File: config.mk
export PLATFORM = sky130hd
export DESIGN_NAME = eeprom3w_master
export DESIGN_NICKNAME = d
export VERILOG_FILES = /design/src/rtl/eeprom3w_master.sv
export SDC_FILE = /design/constraint.sdc
export NUM_CORES = 1
export LEC_CHECK = 0
export ABC_AREA = 1
export BUFFER_PORTS_ARGS = -buffer_cell sky130_fd_sc_hd__buf_2
export CELL_PAD_IN_SITES_DETAIL_PLACEMENT = 2
export CELL_PAD_IN_SITES_GLOBAL_PLACEMENT = 2
export CORE_AREA = 2 2 119 121
export DETAILED_ROUTE_END_ITERATION = 8
export DIE_AREA = 0 0 121 123
export PLACE_DENSITY_LB_ADDON = 0.1
export SKIP_CTS_REPAIR_TIMING = 1
export SYNTH_ARGS = -nofsm -noshare
export SYNTH_HDL_FRONTEND = slang
export SYNTH_SLANG_ARGS = --single-unit
File: constraint.sdc
create_clock -name clk -period 2.65 [get_ports clk]
set_clock_uncertainty 0.05 [all_clocks]
set_input_delay 0.53 -clock clk [delete_from_list [all_inputs] [get_ports clk]]
set_output_delay 0.53 -clock clk [all_outputs]
set_load 0.03 [all_outputs]
File: src/rtl/eeprom3w_master.sv
module eeprom3w_master #(
  parameter int ADDR_W       = 8,
  parameter int DATA_W       = 16,
  parameter int CLK_DIV      = 4,
  parameter int CS_LOW_CYC   = 8,
  parameter int POLL_TIMEOUT = 4096
) (
  input  logic              clk,
  input  logic              rst_n,
  input  logic              req_valid,
  input  logic [2:0]        req_cmd,
  input  logic [ADDR_W-1:0] req_addr,
  input  logic [DATA_W-1:0] req_wdata,
  output logic              req_busy,
  output logic              done,
  output logic [DATA_W-1:0] rd_data,
  output logic              timeout_err,
  output logic              ee_cs,
  output logic              ee_sk,
  output logic              ee_di,
  input  logic              ee_do
);

  localparam int FRAME_W = 3 + ADDR_W + DATA_W;
  localparam int CW      = $clog2(FRAME_W + 1);
  localparam int RW      = $clog2(DATA_W + 1);
  localparam int DVW     = (CLK_DIV > 1) ? $clog2(CLK_DIV) : 1;
  localparam int WMAX    = (CS_LOW_CYC > POLL_TIMEOUT) ? CS_LOW_CYC : POLL_TIMEOUT;
  localparam int WW      = $clog2(WMAX + 1);
  localparam logic [DVW-1:0] DIV_LAST  = DVW'(CLK_DIV - 1);
  localparam logic [WW-1:0]  GAP_LAST  = WW'(CS_LOW_CYC - 1);
  localparam logic [WW-1:0]  POLL_LAST = WW'(POLL_TIMEOUT - 1);
  localparam logic [CW-1:0]  NB_DATA   = CW'(FRAME_W);
  localparam logic [CW-1:0]  NB_HDR    = CW'(3 + ADDR_W);
  localparam logic [RW-1:0]  RD_BITS   = RW'(DATA_W);

  typedef enum logic [2:0] {IDLE, SEND, RECV, FIN, GAP, POLL} st_t;

  st_t               st;
  logic [FRAME_W-1:0] sh;
  logic [CW-1:0]     bits;
  logic [RW-1:0]     rcnt;
  logic [DATA_W-1:0] rd_sh;
  logic [DVW-1:0]    div;
  logic [WW-1:0]     wcnt;
  logic              is_rd, is_pg;

  logic [1:0]        op_c, ext_c;
  logic              data_c, rd_c, pg_c, bad_c;
  logic [ADDR_W-1:0] addr_c;
  logic              tick;

  always_comb begin
    op_c = 2'b00; ext_c = 2'b00; data_c = 1'b0;
    rd_c = 1'b0;  pg_c = 1'b0;   bad_c = 1'b0;
    case (req_cmd)
      3'd0: begin op_c = 2'b10; rd_c = 1'b1; end
      3'd1: begin op_c = 2'b01; data_c = 1'b1; pg_c = 1'b1; end
      3'd2: begin op_c = 2'b11; pg_c = 1'b1; end
      3'd3: ext_c = 2'b11;
      3'd4: ext_c = 2'b00;
      3'd5: begin ext_c = 2'b10; pg_c = 1'b1; end
      3'd6: begin ext_c = 2'b01; data_c = 1'b1; pg_c = 1'b1; end
      default: bad_c = 1'b1;
    endcase
    addr_c = (op_c == 2'b00) ? (ADDR_W'(ext_c) << (ADDR_W - 2)) : req_addr;
  end

  assign tick     = (div == DIV_LAST);
  assign req_busy = (st != IDLE);
  assign ee_di    = ee_cs & sh[FRAME_W-1];

  always_ff @(posedge clk) begin
    if (!rst_n) begin
      st <= IDLE; sh <= '0; bits <= '0; rcnt <= '0; rd_sh <= '0;
      div <= '0; wcnt <= '0; is_rd <= 1'b0; is_pg <= 1'b0;
      done <= 1'b0; rd_data <= '0; timeout_err <= 1'b0;
      ee_cs <= 1'b0; ee_sk <= 1'b0;
    end else begin
      done <= 1'b0;
      case (st)
        IDLE: if (req_valid) begin
          timeout_err <= 1'b0;
          if (bad_c) done <= 1'b1;
          else begin
            st    <= SEND;
            ee_cs <= 1'b1;
            sh    <= {1'b1, op_c, addr_c, data_c ? req_wdata : {DATA_W{1'b0}}};
            bits  <= data_c ? NB_DATA : NB_HDR;
            is_rd <= rd_c;
            is_pg <= pg_c;
            div   <= '0;
          end
        end
        SEND, RECV: begin
          div <= tick ? '0 : div + 1'b1;
          if (tick) begin
            if (!ee_sk) ee_sk <= 1'b1;
            else begin
              ee_sk <= 1'b0;
              if (st == SEND) begin
                sh   <= sh << 1;
                bits <= bits - 1'b1;
                if (bits == CW'(1)) begin
                  if (is_rd) begin
                    st   <= RECV;
                    rcnt <= RD_BITS;
                  end else begin
                    ee_cs <= 1'b0;
                    if (is_pg) begin
                      st   <= GAP;
                      wcnt <= '0;
                    end else begin
                      st   <= IDLE;
                      done <= 1'b1;
                    end
                  end
                end
              end else begin
                rd_sh <= {rd_sh[DATA_W-2:0], ee_do};
                rcnt  <= rcnt - 1'b1;
                if (rcnt == RW'(1)) begin
                  ee_cs <= 1'b0;
                  st    <= FIN;
                end
              end
            end
          end
        end
        FIN: begin
          rd_data <= rd_sh;
          done    <= 1'b1;
          st      <= IDLE;
        end
        GAP: begin
          if (wcnt == GAP_LAST) begin
            ee_cs <= 1'b1;
            st    <= POLL;
            wcnt  <= '0;
          end else wcnt <= wcnt + 1'b1;
        end
        POLL: begin
          if (ee_do) begin
            ee_cs <= 1'b0;
            done  <= 1'b1;
            st    <= IDLE;
          end else if (wcnt == POLL_LAST) begin
            ee_cs       <= 1'b0;
            done        <= 1'b1;
            timeout_err <= 1'b1;
            st          <= IDLE;
          end else wcnt <= wcnt + 1'b1;
        end
        default: st <= IDLE;
      endcase
    end
  end


  sk_needs_cs_chk: assert property (@(posedge clk) disable iff (!rst_n)
    ee_sk |-> ee_cs);


  di_hold_chk: assert property (@(posedge clk) disable iff (!rst_n)
    (ee_sk && $past(ee_sk)) |-> $stable(ee_di));


  done_cs_low_chk: assert property (@(posedge clk) disable iff (!rst_n)
    done |-> (!ee_cs && !ee_sk));


  cs_rise_cause_chk: assert property (@(posedge clk) disable iff (!rst_n)
    $rose(ee_cs) |-> ($past(req_valid) || $past(st == GAP)));


  err_with_done_chk: assert property (@(posedge clk) disable iff (!rst_n)
    $rose(timeout_err) |-> done);

endmodule

==> flow_summary_export.csv, run 1 <==
group,metric,value,unit
yosys,syn-cell-area,4504,sq um
place,dpl-instance-area,4964,sq um
timing,hold_viol,0,
setup_path,worstReg2RegStart,"wcnt[0]",
timing,tns,0,ps
route,dr.first_iter.drc_count,173,
clock_tree,cts_num_sinks,93,
power_and_ir_drop,power_frac_clock,0.235,
route,drc,0,
clock_tree,clk_path_buf_depth,2,
setup_path,arrival,2360,ps
setup_path,crit_required,2880,ps
hold_path,hold_path.class,"reg2reg",
setup_path,crit_buf_inv,1,
route,antenna_left,0,
clock_tree,clk_pin_slew,70,ps
setup_path,cpLargestDelayFamily,"simple AND/OR/NAND/NOR gates",
timing,fmax,469.9,MHz
hold_path,hold_depth,2,
finish,n_antenna_cell,0,
yosys,synth_edf_count,0,
finish,area_growth,16.50,%
global_route,antenna_found_initial,0,
power_and_ir_drop,intPower,2.935,mW
global_route,grt_pass1_wl,23830,microns
yosys,synth_ff_type,"dfxtp_1",
setup_path,cpPeakStageDelay,380,ps
power_and_ir_drop,p_total,5.357,mW
timing,finalSetupViolations,0,
route,dr.pass1.iters,4,
clock_tree,ctsRootBufferMaster,"clkbuf_16",
timing,tightest_slew,716.7,ps
yosys,seq_area_frac_synth,0.4133,
setup_path,worstSetupPathType,"reg2reg",
route,routedWlPerCell,15.15,microns
place,port_buffers,52,
global_route,grt_overflow_total,0,
timing,rsz0062_at_grt,"no",
global_route,gr-usage-all-layers,0.2001,
setup_path,reg2reg_slack,520,ps
power_and_ir_drop,power.share.combinational,0.436,
finish,drive_above_1_share,0.1279,
floorplan,rows,43,
global_route,grt_pass1_vias,4860,
place,hpwl,9784,microns
finish,final_util,0.3855,
hold_path,holdPathEnd,"rd_sh[15]",
setup_path,timing.rr.end,"wcnt[3]",
setup_path,cp_cell_sequence,"ha_1 > nand2_1 > nor2_2 > nand4_1 > nor2_2 > inv_1 > nand2_1 > o21ai_0 > nor2_1",
yosys,ys_ff_latch,93,
timing,relSlewSlack,0.5217,
run_status,status,"finished, final reports clean",
global_route,grt_max_degree,41,
timing,whs,406.2,ps
yosys,synth_fp_nets,720,
setup_path,endpoint_kind,"flop",
timing,fin_crit,2128,ps
route,vias_per_cell,4.944,
timing,slew_violations,0,
setup_path,slowest_stage,"dfxtp_1",
yosys,async_flop_share,0,
place,gp_congestion,0.7943,
run,drv_cap,0,
clock_tree,h-tree-depth,3,
power_and_ir_drop,p_switching,2.422,mW
setup_path,startpoint_type,"flop",
floorplan,die_h,123,microns
clock_tree,clk_latency,350,ps
hold_path,worstHoldStart,"rd_sh[15]",
power_and_ir_drop,power.density,1021,nW/um^2
floorplan,core,13610,sq um
finish,fin_nets,767,
clock_tree,numCtsBuffers,9,
setup_path,path_max_fanout,11,
power_and_ir_drop,ir_drop,515.9,uV
power_and_ir_drop,sw_frac_of_total,0.4521,
setup_path,rr_worst_depth,9,
power_and_ir_drop,p_seq_frac,0.329,
power_and_ir_drop,p_leak,2.214,nW
yosys,synth.distinct_cells,32,
floorplan,initial_core_util,0.3309,
route,wl,13860,microns
finish,stdcell_area,5248,sq um
clock_tree,cts_tree,"built",
floorplan,die_w,121,microns
yosys,synth_cells,683,
yosys,yosys_warnings,0,
floorplan,ios,53,
yosys,synth.avg_cell_area,6.595,sq um
timing,post-route-period-util,0.8031,
finish,num-fill-cells,1671,
floorplan,die-area,14880,sq um
route,vias,4524,
==> power groups by stage <==
stage	clock network (mW)	registers (mW)	logic, mW
6_report	1.26	1.76	2.33
2_1_floorplan	0	1.82	1.68
5_1_grt	1.36	1.80	2.71
4_1_cts	1.30	1.77	2.41
3_5_place_dp	0	1.79	2.39
3_3_place_gp	0	1.78	2.31
==> how the worst max path moves through the flow <==
| stage | start | end | slack, ps | cells after the start |
|---|---|---|---|---|
| 5_1_grt | wcnt[0] | wcnt[3] | 230 | 9 |
| 6_report | wcnt[0] | wcnt[3] | 520 | 9 |
| 3_3_place_gp | req_cmd[0] | sh[26] | 590 | 11 |
| 3_5_place_dp | req_cmd[0] | sh[26] | 480 | 11 |
| 2_1_floorplan | wcnt[0] | wcnt[8] | 960 | 10 |
| 4_1_cts | wcnt[0] | wcnt[3] | 470 | 9 |
==> state kept, by name (all words and copies together), names as in the netlist <==
name         cells
ee_sk            1
sh              27
div              2
timeout_err      1
bits             5
ee_cs            1
rcnt             5
is_pg            1
st               3
is_rd            1
rd_sh           16
rd_data         16
wcnt            13
done             1
==> stage by stage <==
| step | setup slack (ps) | std cells |
|---|---|---|
| final | 521.8 | 915 |
| after global routing | 226.4 | 915 |
| after CTS | 473.0 | 915 |
| after detailed placement | 479.4 | 899 |
| after global placement | 585.6 | 899 |
| after floorplan | 957.4 | 683 |
==> cells by family (layout without fill, tap and decap cells) <==
group	after synthesis	in the layout	share of synthesized area
adder cells (fa/ha/maj)	6	6	0.01667
AO/OA/AOI/OAI	139	139	0.1586
buffers and inverters	86	138	0.07861
AND/OR/NAND/NOR	351	351	0.3172
flip-flops	93	93	0.4133
XOR/XNOR	8	8	0.01556
==> cells in the final DEF (no fill, tap or decap), types with 2 or more instances in the layout <==
cell type  Yosys  layout
xor2_1         3       3
a21oi_1       85      85
buf_2          7      52
clkbuf_16      0       9
buf_4          6      13
inv_1         54      54
nor2_2         7       7
o21ai_0       47      47
nor2_1        63      63
nand4_1        4       4
ha_1           6       6
nor3_1         4       4
clkinv_2       0       2
dfxtp_1       93      93
xnor2_1        5       5
nand2_1      228     228
clkinv_4       0       2
nand3_1       39      39
inv_6          0       2
==> final cells by class <==
type,instances,area (sq um),area share
clock buffers,10,239.0,0.04554
flip-flops and latches,93,1862,0.3548
inverters,56,210.2,0.04006
multi-input cells,504,2288,0.4361
repair buffers,66,377.9,0.07201
well taps,180,225.2,0.04292
clock inverters,6,45.04,0.008584
==> cell usage after synthesis (3+ instances only) <==
| master | n | area share |
|---|---|---|
| nand2_1 | 228 | 0.19 |
| buf_2 | 7 | 0.0078 |
| nand3_1 | 39 | 0.043 |
| xor2_1 | 3 | 0.0058 |
| xnor2_1 | 5 | 0.0097 |
| inv_1 | 54 | 0.045 |
| o21ai_0 | 47 | 0.052 |
| clkbuf_1 | 16 | 0.013 |
| a21oi_1 | 85 | 0.094 |
| nor3_1 | 4 | 0.0044 |
| buf_4 | 6 | 0.010 |
| nand4_1 | 4 | 0.0056 |
| nor2_2 | 7 | 0.0097 |
| dfxtp_1 | 93 | 0.41 |
| nor2_1 | 63 | 0.053 |
| ha_1 | 6 | 0.017 |
==> worst reg2reg max path, stage by stage (launching register included) <==
cell and delay (ps):
dfxtp_1 380, ha_1 290, nand2_1 100, nor2_2 250
nand4_1 180, nor2_2 140, inv_1 70, nand2_1 300
o21ai_0 180, nor2_1 130
==> layer usage <==
layer,vias to the layer above,GRT usage,wire length (microns)
li1,2278,-,-
met1,2174,0.2704,6719
met2,54,0.3304,6571
met4,0,0.07122,258
met5,-,0,0
met3,18,0.02352,310
(Power assumes the default switching activity.)
==> run 2: changes to the inputs <==
Settings changed: CORE_AREA 2 2 119 121 to 2 2 122 124, DIE_AREA 0 0 121 123 to 0 0 124 126.
Clock period 2.65 ns to 2 ns, I/O delays scaled along.
==> flow_summary_export.csv, run 2 (synthesized netlist as in run 1, its figures left out) <==
group,metric,value,unit
run_status,status,"finished, final reports clean",
place,hpwl,10520,microns
clock_tree,cts_num_sinks,93,
global_route,grt_pass1_vias,5064,
global_route,grt_max_degree,34,
global_route,use_met1,0.2562,
setup_path,endpoint_kind,"output pin",
finish,n_antenna_cell,0,
finish,largest_reg_flops,27,
setup_path,path_max_fanout,7,
floorplan,initial_core_util,0.3147,
clock_tree,numCtsBuffers,9,
finish,reg.largest.list,"sh: 27 flops, rd_data: 16 flops, rd_sh: 16 flops",
setup_path,worstSetupPathType,"reg2out",
power_and_ir_drop,power.density,1375,nW/um^2
route,dr.first_iter.drc_count,149,
setup_path,arrival,1410,ps
clock_tree,ctsRootBufferMaster,"clkbuf_16",
floorplan,die_w,124,microns
clock_tree,clk_latency,350,ps
hold_path,holdPathEnd,"rd_sh[0]",
floorplan,ios,53,
global_route,gr-usage-all-layers,0.1963,
power_and_ir_drop,power_frac_clock,0.218,
timing,finalSetupViolations,0,
timing,slew_violations,0,
global_route,antenna_found_initial,0,
timing,whs,321.0,ps
power_and_ir_drop,p_total,7.462,mW
global_route,grt_busiest_layer,"met2",
clock_tree,clk_path_buf_depth,2,
timing,relSlewSlack,0.7746,
global_route,grt_util_met3,0.02808,
floorplan,die_h,126,microns
timing,tightest_slew,337.7,ps
route,drc,0,
hold_path,hold_path.class,"in2reg",
setup_path,crit_required,1550,ps
power_and_ir_drop,p_switching,3.344,mW
hold_path,hold_depth,3,
clock_tree,clk_pin_slew,70,ps
clock_tree,cts_tree,"built",
global_route,grt_overflow_total,0,
hold_path,worstHoldStart,"ee_do",
clock_tree,h-tree-depth,3,
power_and_ir_drop,sw_frac_of_total,0.4481,
finish,largest-register,"sh",
place,port_buffers,52,
route,routedWlPerCell,15.19,microns
global_route,grt_pass1_wl,24450,microns
setup_path,reg2reg_slack,150,ps
route,dr.pass1.iters,4,
timing,post-route-period-util,0.9310,
timing,fmax,537.1,MHz
route,vias_per_cell,4.963,
route,wl,14250,microns
global_route,met2_usage,0.3316,
power_and_ir_drop,p_leak,2.294,nW
finish,area_growth,20.53,%
floorplan,rows,44,
setup_path,timing.rr.end,"sh[10]",
floorplan,die-area,15620,sq um
setup_path,startpoint_type,"flop",
route,antenna_left,0,
route,vias,4655,
run,drv_cap,0,
finish,drive_above_1_share,0.1578,
power_and_ir_drop,ir_drop,564.5,uV
setup_path,worstReg2RegStart,"st[2]",
timing,fin_crit,1862,ps
power_and_ir_drop,p_seq_frac,0.315,
floorplan,core,14310,sq um
power_and_ir_drop,power.share.combinational,0.467,
finish,final_cell_mix,"227 x nand2_1, 91 x dfxtp_1, 85 x a21oi_1",
power_and_ir_drop,intPower,4.119,mW
setup_path,rr_worst_depth,10,
finish,final_cells,938,
finish,final_common_cell,"nand2_1",
timing,hold_viol,0,
place,placed_cells,922,
place,gp_congestion,0.8055,
finish,fin_nets,786,
## run 2: cell types whose count changed in the layout (fill, tap and decap cells not counted), moves of 2 or more
cell	delta
dfxtp_1	-2
nor2_1	-3
dfxtp_2	+2
clkbuf_1	+2
clkinv_4	-2
buf_4	+17
clkinvlp_4	+3
ha_1	-2
ha_2	+2
nor2_4	+3
## run 2: per-stage QoR
step	TNS (ps)	setup WS [ps]	cell area, sq um	util
floorplan	0	307.4	4504	-
global placement	0	132.1	5124	0.3580
detailed placement	0	55.63	5124	0.3580
CTS	0	25.76	5393	0.3767
global route	-45.05	-16.50	5429	0.3793
finish	0	138.1	5429	0.3793
## run 2: worst max path at each step
stage / startpoint / to / slack [ps] / cells past startpoint
floorplan: wcnt[0] / wcnt[8] / 310 / 10
global placement: st[2] / st[0] / 130 / 12
detailed placement: st[2] / sh[25] / 60 / 10
CTS: st[0] / req_busy / 30 / 5
global route: st[2] / sh[13] / -20 / 10
finish: st[0] / req_busy / 140 / 5
## run 2: power by group through the flow
| stage | combinational, mW | sequential (mW) | clock, mW |
|---|---|---|---|
| 2_1_floorplan | 2.23 | 2.42 | 0 |
| 3_3_place_gp | 3.32 | 2.36 | 0 |
| 3_5_place_dp | 3.44 | 2.38 | 0 |
| 4_1_cts | 3.47 | 2.34 | 1.68 |
| 5_1_grt | 3.96 | 2.39 | 1.76 |
| 6_report | 3.49 | 2.35 | 1.62 |
## run 2: final cells by class
cell class,instances,area (sq um)
Clock buffer,11,232.7
Clock inverter,5,36.28
Fill cell,1785,8885
Inverter,56,210.2
Multi-Input combinational cell,504,2318
Sequential cell,93,1864
Tap cell,184,230.2
Timing Repair Buffer,85,536.8
## run 2: layer usage
metal	part of all wire	up-vias
met4	0.014	0
met2	0.49	49
met1	0.48	2278
met3	0.021	13
met5	0	-
li1	-	2315
## run 2: worst max-delay path: stages, from the launching register on
cell and delay, ps:
dfxtp_2 370, nor2_4 160, inv_1 90, nor2_2 130, inv_1 120, buf_2 190
